File: config.mk
export PLATFORM = sky130hd
export DESIGN_NAME = irq_sequencer
export DESIGN_NICKNAME = d
export VERILOG_FILES = /design/src/rtl/irq_seq_pkg.sv /design/src/rtl/irq_flag_bank.sv /design/src/rtl/irq_pick.sv /design/src/rtl/irq_seq_ctrl.sv /design/src/rtl/irq_sequencer.sv
export SDC_FILE = /design/constraint.sdc
export NUM_CORES = 1
export LEC_CHECK = 0
export ABC_AREA = 1
export BUFFER_PORTS_ARGS = -buffer_cell sky130_fd_sc_hd__buf_2
export CORE_MARGIN = 4
export CORE_UTILIZATION = 30
export DETAILED_ROUTE_END_ITERATION = 6
export GPL_TIMING_DRIVEN = 0
export SLEW_MARGIN = 20
export SYNTH_ARGS = -nofsm -noshare
export SYNTH_HDL_FRONTEND = slang
export SYNTH_SLANG_ARGS = --single-unit
File: constraint.sdc
create_clock -name clk_i -period 2.05 [get_ports clk_i]
set_clock_uncertainty 0.05 [all_clocks]
set_input_delay 0.1025 -clock clk_i [delete_from_list [all_inputs] [get_ports clk_i]]
set_output_delay 0.1025 -clock clk_i [all_outputs]
set_load 0.01 [all_outputs]
File: src/rtl/irq_seq_pkg.sv
package irq_seq_pkg;
  typedef enum logic [1:0] {
    ST_IDLE  = 2'd0,
    ST_ENTER = 2'd1,
    ST_RET   = 2'd2
  } seq_state_e;
endpackage

File: src/rtl/irq_flag_bank.sv
module irq_flag_bank #(
  parameter int unsigned N_SRC = 4,
  parameter logic [N_SRC-1:0] LEVEL_MASK = '0
) (
  input  logic             clk_i,
  input  logic             rst_ni,
  input  logic [N_SRC-1:0] src_i,
  input  logic [N_SRC-1:0] wclr_i,
  input  logic [N_SRC-1:0] hwclr_i,
  output logic [N_SRC-1:0] pend_o
);
  for (genvar i = 0; i < N_SRC; i++) begin : g_src
    if (LEVEL_MASK[i]) begin : g_level
      // level sources keep no state: pending follows the pin
      assign pend_o[i] = src_i[i];
    end else begin : g_latch
      logic flag_q;
      always_ff @(posedge clk_i or negedge rst_ni) begin
        if (!rst_ni)                       flag_q <= 1'b0;
        else if (src_i[i])                 flag_q <= 1'b1;  // event beats clear
        else if (wclr_i[i] || hwclr_i[i])  flag_q <= 1'b0;
      end
      assign pend_o[i] = flag_q;

      assert_hwclr_R4: assert property (@(posedge clk_i) disable iff (!rst_ni)
        (hwclr_i[i] && !src_i[i]) |=> !pend_o[i]);
      assert_event_kept_R4: assert property (@(posedge clk_i) disable iff (!rst_ni)
        src_i[i] |=> pend_o[i]);
    end
  end
endmodule

File: src/rtl/irq_pick.sv
module irq_pick #(
  parameter int unsigned N_SRC = 4,
  localparam int unsigned IDX_W = (N_SRC > 1) ? $clog2(N_SRC) : 1
) (
  input  logic [N_SRC-1:0] req_i,
  output logic             any_o,
  output logic [N_SRC-1:0] grant_o,
  output logic [IDX_W-1:0] idx_o
);
  always_comb begin
    grant_o = '0;
    idx_o   = '0;
    // scan downward so the lowest requesting index is written last
    for (int i = N_SRC - 1; i >= 0; i--) begin
      if (req_i[i]) begin
        grant_o = '0;
        grant_o[i] = 1'b1;
        idx_o = IDX_W'(i);
      end
    end
  end
  assign any_o = |req_i;
endmodule

File: src/rtl/irq_seq_ctrl.sv
module irq_seq_ctrl
  import irq_seq_pkg::*;
#(
  parameter int unsigned ENTRY_CYC = 4,
  parameter int unsigned WAKE_CYC  = 4,
  parameter int unsigned RET_CYC   = 4,
  parameter int unsigned VEC_W     = 3,
  parameter int unsigned IDX_W     = 2
) (
  input  logic             clk_i,
  input  logic             rst_ni,
  input  logic             take_now_i,
  input  logic [IDX_W-1:0] win_idx_i,
  input  logic             sleep_i,
  input  logic             reti_i,
  input  logic             sei_i,
  input  logic             cli_i,
  output logic             take_o,
  output logic [VEC_W-1:0] vec_o,
  output logic             busy_o,
  output logic             push_o,
  output logic             pop_o,
  output logic             stk_hi_o,
  output logic             gie_o
);
  localparam int unsigned CNT_W = $clog2(ENTRY_CYC + WAKE_CYC + RET_CYC + 1);
  localparam logic [CNT_W-1:0] WAKE_C    = CNT_W'(WAKE_CYC);
  localparam logic [CNT_W-1:0] ENT_LAST  = CNT_W'(ENTRY_CYC - 1);
  localparam logic [CNT_W-1:0] WAKE_LAST = CNT_W'(ENTRY_CYC + WAKE_CYC - 1);
  localparam logic [CNT_W-1:0] RET_LAST  = CNT_W'(RET_CYC - 1);

  seq_state_e       state_q;
  logic [CNT_W-1:0] cnt_q;
  logic             wake_q;
  logic             gie_q;
  logic [VEC_W-1:0] vec_q;
  logic [CNT_W-1:0] push_off;
  logic [CNT_W-1:0] ent_last;
  logic             ret_done;

  assign push_off = wake_q ? WAKE_C : '0;
  assign ent_last = wake_q ? WAKE_LAST : ENT_LAST;
  assign ret_done = (state_q == ST_RET) && (cnt_q == RET_LAST);

  always_ff @(posedge clk_i or negedge rst_ni) begin
    if (!rst_ni) begin
      state_q <= ST_IDLE;
      cnt_q   <= '0;
      wake_q  <= 1'b0;
      gie_q   <= 1'b0;
      vec_q   <= '0;
    end else begin
      unique case (state_q)
        ST_IDLE: begin
          if (take_now_i) begin
            state_q <= ST_ENTER;
            cnt_q   <= '0;
            wake_q  <= sleep_i;
            vec_q   <= VEC_W'(win_idx_i) + VEC_W'(1);
          end else if (reti_i) begin
            state_q <= ST_RET;
            cnt_q   <= '0;
          end
        end
        ST_ENTER: begin
          if (cnt_q == ent_last) state_q <= ST_IDLE;
          else                   cnt_q   <= cnt_q + CNT_W'(1);
        end
        ST_RET: begin
          if (ret_done) state_q <= ST_IDLE;
          else          cnt_q   <= cnt_q + CNT_W'(1);
        end
        default: state_q <= ST_IDLE;
      endcase

      if (take_now_i || cli_i)    gie_q <= 1'b0;
      else if (sei_i || ret_done) gie_q <= 1'b1;
    end
  end

  assign take_o   = (state_q == ST_ENTER) && (cnt_q == '0);
  assign busy_o   = (state_q != ST_IDLE);
  assign push_o   = (state_q == ST_ENTER) &&
                    ((cnt_q == push_off) || (cnt_q == push_off + CNT_W'(1)));
  assign pop_o    = (state_q == ST_RET) && (cnt_q < CNT_W'(2));
  assign stk_hi_o = (state_q == ST_ENTER) ? (cnt_q == push_off + CNT_W'(1))
                                          : ((state_q == ST_RET) && (cnt_q == '0));
  assign gie_o    = gie_q;
  assign vec_o    = vec_q;

  assert_gie_drop_R3: assert property (@(posedge clk_i) disable iff (!rst_ni)
    take_o |-> !gie_o);
  assert_cli_block_R8: assert property (@(posedge clk_i) disable iff (!rst_ni)
    cli_i |=> !take_o);
  assert_push_pair_R9: assert property (@(posedge clk_i) disable iff (!rst_ni)
    (push_o && !stk_hi_o) |=> (push_o && stk_hi_o));
  assert_pop_pair_R11: assert property (@(posedge clk_i) disable iff (!rst_ni)
    (pop_o && stk_hi_o) |=> (pop_o && !stk_hi_o));
  assert_ret_gie_R11: assert property (@(posedge clk_i) disable iff (!rst_ni)
    (busy_o && !push_o && pop_o) |-> !take_o);
endmodule

File: src/rtl/irq_sequencer.sv
module irq_sequencer #(
  parameter int unsigned N_SRC     = 4,
  parameter logic [N_SRC-1:0] LEVEL_MASK = '0,
  parameter int unsigned ENTRY_CYC = 4,
  parameter int unsigned WAKE_CYC  = 4,
  parameter int unsigned RET_CYC   = 4,
  localparam int unsigned VEC_W    = $clog2(N_SRC + 1)
) (
  input  logic             clk_i,
  input  logic             rst_ni,
  input  logic [N_SRC-1:0] src_i,
  input  logic [N_SRC-1:0] en_i,
  input  logic [N_SRC-1:0] wclr_i,
  input  logic             sei_i,
  input  logic             cli_i,
  input  logic             reti_i,
  input  logic             bnd_i,
  input  logic             mcb_i,
  input  logic             sleep_i,
  output logic             take_o,
  output logic [VEC_W-1:0] vec_o,
  output logic [N_SRC-1:0] clr_o,
  output logic             busy_o,
  output logic             push_o,
  output logic             pop_o,
  output logic             stk_hi_o,
  output logic             gie_o,
  output logic [N_SRC-1:0] pend_o
);
  localparam int unsigned IDX_W = (N_SRC > 1) ? $clog2(N_SRC) : 1;

  logic [N_SRC-1:0] req;
  logic [N_SRC-1:0] grant;
  logic [IDX_W-1:0] win_idx;
  logic             any_req;
  logic             eligible;
  logic             take_now;

  irq_flag_bank #(.N_SRC(N_SRC), .LEVEL_MASK(LEVEL_MASK)) u_flags (
    .clk_i  (clk_i),
    .rst_ni (rst_ni),
    .src_i  (src_i),
    .wclr_i (wclr_i),
    .hwclr_i(clr_o),
    .pend_o (pend_o)
  );

  assign req = pend_o & en_i;

  irq_pick #(.N_SRC(N_SRC)) u_pick (
    .req_i  (req),
    .any_o  (any_req),
    .grant_o(grant),
    .idx_o  (win_idx)
  );

  // a request may only cut in where the core is between whole instructions
  assign eligible = (bnd_i && !mcb_i) || sleep_i;
  assign take_now = any_req && gie_o && !cli_i && !busy_o && eligible;
  assign clr_o    = take_now ? (grant & ~LEVEL_MASK) : '0;

  irq_seq_ctrl #(
    .ENTRY_CYC(ENTRY_CYC), .WAKE_CYC(WAKE_CYC), .RET_CYC(RET_CYC),
    .VEC_W(VEC_W), .IDX_W(IDX_W)
  ) u_ctrl (
    .clk_i     (clk_i),
    .rst_ni    (rst_ni),
    .take_now_i(take_now),
    .win_idx_i (win_idx),
    .sleep_i   (sleep_i),
    .reti_i    (reti_i),
    .sei_i     (sei_i),
    .cli_i     (cli_i),
    .take_o    (take_o),
    .vec_o     (vec_o),
    .busy_o    (busy_o),
    .push_o    (push_o),
    .pop_o     (pop_o),
    .stk_hi_o  (stk_hi_o),
    .gie_o     (gie_o)
  );

  assert_take_enabled_R2: assert property (@(posedge clk_i) disable iff (!rst_ni)
    take_o |-> $past(gie_o && (|(en_i & pend_o))));
  assert_boundary_R12: assert property (@(posedge clk_i) disable iff (!rst_ni)
    take_o |-> $past((bnd_i && !mcb_i) || sleep_i));
  assert_single_clear_R13: assert property (@(posedge clk_i) disable iff (!rst_ni)
    $onehot0(clr_o));
  assert_level_noclr_R6: assert property (@(posedge clk_i) disable iff (!rst_ni)
    (clr_o & LEVEL_MASK) == '0);
endmodule

==> run metrics <==
sw frac=0.4135; Power Internal=695.1 uW; Syn Inst Count=149; CP top delay family=buffers and inverters; Slew @ Worst Pin=0.3526 ns; TritonCTS Buffers=3; initial antenna violation count=0; Final Hold Viols=0; hold_sp=wclr_i[0]; CTS HTree Levels=1; vias in the first global route=895; DRC viols=0; period utilization=0.9581; post-detail-place hpwl=1880 um; sequential power share=0.359; largest net degree at the start of global routing=16; hold path endpoint=u_flags.g_src[0].g_latch.flag_q; fin cells=245; slowest library cell on the worst path=dlygate4sd3_1; run status=finished clean; post-DR wirelength/cell=9.853 um; Clock Sinks=15; final setup vio count=0; gp weighted congestion=0.7446; Max Root-Sink Buffers=2; R2R depth=8; Layout Utilization=0.4226; sw power=490.0 uW; layout cells sized above 1=0.2814; final net count=228; # IOs=37; crit path from=u_ctrl.state_q[0]; Final Max Slew Viols=0; Crit path largest cell delay=0.54 ns; GRT Total Usage=0.1107; Setup TNS Final=0 ns; Peak VDD IR=0.4277 mV; most frequent cells in the layout=42 x nand2_1, 36 x buf_2, 29 x inv_1, 15 x dfrtp_1, 12 x nor2_1; first-pass GRT wire length=3850 um; FF-to-FF setup slack=0.09 ns; 1st-iter DRT viols=47; ant diodes=0; drt via density=4.196; standard-cell rows=21; fmax=509.1 MHz; worst min path class=in -> reg; max_slew headroom=0.7650; total grt overflow=0; Seq/Total Area, Yosys=0.3542; Critical Path, Cell by Cell=inv_1 -> ha_2 -> nand3b_1 -> nor2_2 -> nand3_1 -> nand3b_1 -> nand2_1 -> dlygate4sd3_1; Ys Warns=0; Tot Pwr=1.185 mW; maxcap violations=0; commonest non-fill, non-tap cell in the layout=nand2_1; CP max FO=4; Power per Cell Area=833.8 nW/um^2; most used cell, CP=nand3b_1; initial core utilization=0.3151; Core Region=3363 um^2; DIE HEIGHT=67.44 um; Critical Path RT=2.17 ns; Clock Latency Late Sink=0.28 ns; placed cells=231; Leak=0.8388 nW; Gate power share=0.499; CP startpoint kind=register; CTS tree=built; clock slew seen by the registers of the worst setup and hold paths=0.09 ns; CP bufs+invs=2; Port-buffer cells=36; Clk network pwr share=0.142; post-route ant nets=0; Yosys reg bits=15; CP Capture Type=register; reg2reg end=u_flags.g_src[2].g_latch.flag_q; Initial DRT Pass Iterations=4; crit path time final=1.964 ns; Data arrival, critical path=2.09 ns; syn_nets=177; hold path cells=3; final WL=2414 um; Die ar.=4547 um^2; r2r startpoint=u_ctrl.state_q[0]; Area Overhead vs Synth=34.12%; Synth cell types=21; CTS Root Cell=clkbuf_4; detailed-route via count=1028; Avg Inst Size Synth=7.113 um^2; mapped cell area=1060 um^2; Die W=67.44 um; CP Class=reg -> reg
## cell families after synthesis
group | count (synthesis) | share of synthesized area
AND/OR/NAND/NOR | 78 | 0.3282
buffers and inverters | 34 | 0.1417
flip-flops | 15 | 0.3542
AO/OA/AOI/OAI | 14 | 0.08147
adder cells (fa/ha/maj) | 8 | 0.09445
## flip-flops by register name (all words and copies together), names as in the netlist
| register | flops |
|---|---|
| u_ctrl.cnt_q | 4 |
| u_flags.g_src.g_latch.flag_q | 4 |
| u_ctrl.vec_o | 3 |
| u_ctrl.state_q | 2 |
| u_ctrl.gie_o | 1 |
| u_ctrl.wake_q | 1 |
## worst max path at each step
stage | slack (ns) | end | cells past startpoint
2_1_floorplan | 0.57 | u_ctrl.cnt_q[0] | 9
3_3_place_gp | 0.32 | u_ctrl.cnt_q[0] | 9
3_5_place_dp | 0.33 | u_ctrl.cnt_q[2] | 9
4_1_cts | 0.02 | u_flags.g_src[2].g_latch.flag_q | 8
5_1_grt | -0.009 | u_flags.g_src[2].g_latch.flag_q | 8
6_report | 0.09 | u_flags.g_src[2].g_latch.flag_q | 8
## cell usage after synthesis
library cell,instances,share of area
dfrtp_1,15,0.35
nand3_1,11,0.052
nand3b_1,4,0.028
nor2_1,12,0.042
a31o_2,1,0.0083
nor2_2,3,0.018
a21boi_0,1,0.0071
inv_1,29,0.10
o21ai_0,5,0.024
nand2_1,42,0.15
nor4_1,1,0.0059
a21oi_1,4,0.019
nand4_1,1,0.0059
a21oi_2,1,0.0083
nand3_2,1,0.0094
nand2_2,3,0.018
ha_1,8,0.094
o32ai_1,1,0.0083
buf_4,4,0.028
buf_6,1,0.011
a211oi_1,1,0.0071
## what timing repair did
action | 4_1_cts | 5_1_grt
hold endpoints to repair | 20 | 0
setup endpoints to repair | 0 | 2
hold buffers | 8 | 0
setup buffers | 0 | 2
gates resized for setup | 0 | 1
## stage by stage
step,setup WS [ns],cell area [um^2],hold WS [ns]
6_report,0.08589,1421,0.01521
2_1_floorplan,0.5677,1060,-0.2431
3_3_place_gp,0.3227,1297,-0.009177
3_5_place_dp,0.3348,1297,-0.01557
5_1_grt,-0.009375,1421,0.009538
4_1_cts,0.01693,1404,0.004011
## per-layer routing
layer  share of wire  track usage
met2            0.48       0.1791
met5               0            0
met4          0.0075      0.02278
met3           0.041      0.03494
met1            0.47       0.1446
## power groups by stage
stage               combinational, mW  sequential (mW)  clock [mW]
floorplan                       0.382            0.433           0
global placement                0.567            0.430           0
detailed placement              0.570            0.433           0
CTS                             0.584            0.427       0.177
global route                    0.673            0.437       0.189
finish                          0.592            0.425       0.168
## worst reg2reg max path: cells and delay by family (launching register included)
kind	cells	cell delay (ns)
fa+ha+maj	1	0.23
simple gates	5	0.53
flops	1	0.42
buf+inv	2	0.64
## cell type report
class                      instances  area [um^2]
fill                             377         1942
clock buffer                       4        26.28
timing repair buffer              46        275.3
tap                               46        57.56
buffer                             5        41.29
sequential                        15        375.4
multi-input combinational        100        536.8
inverter                          29        108.9
Note: power is estimated with default switching activity, not from simulation.
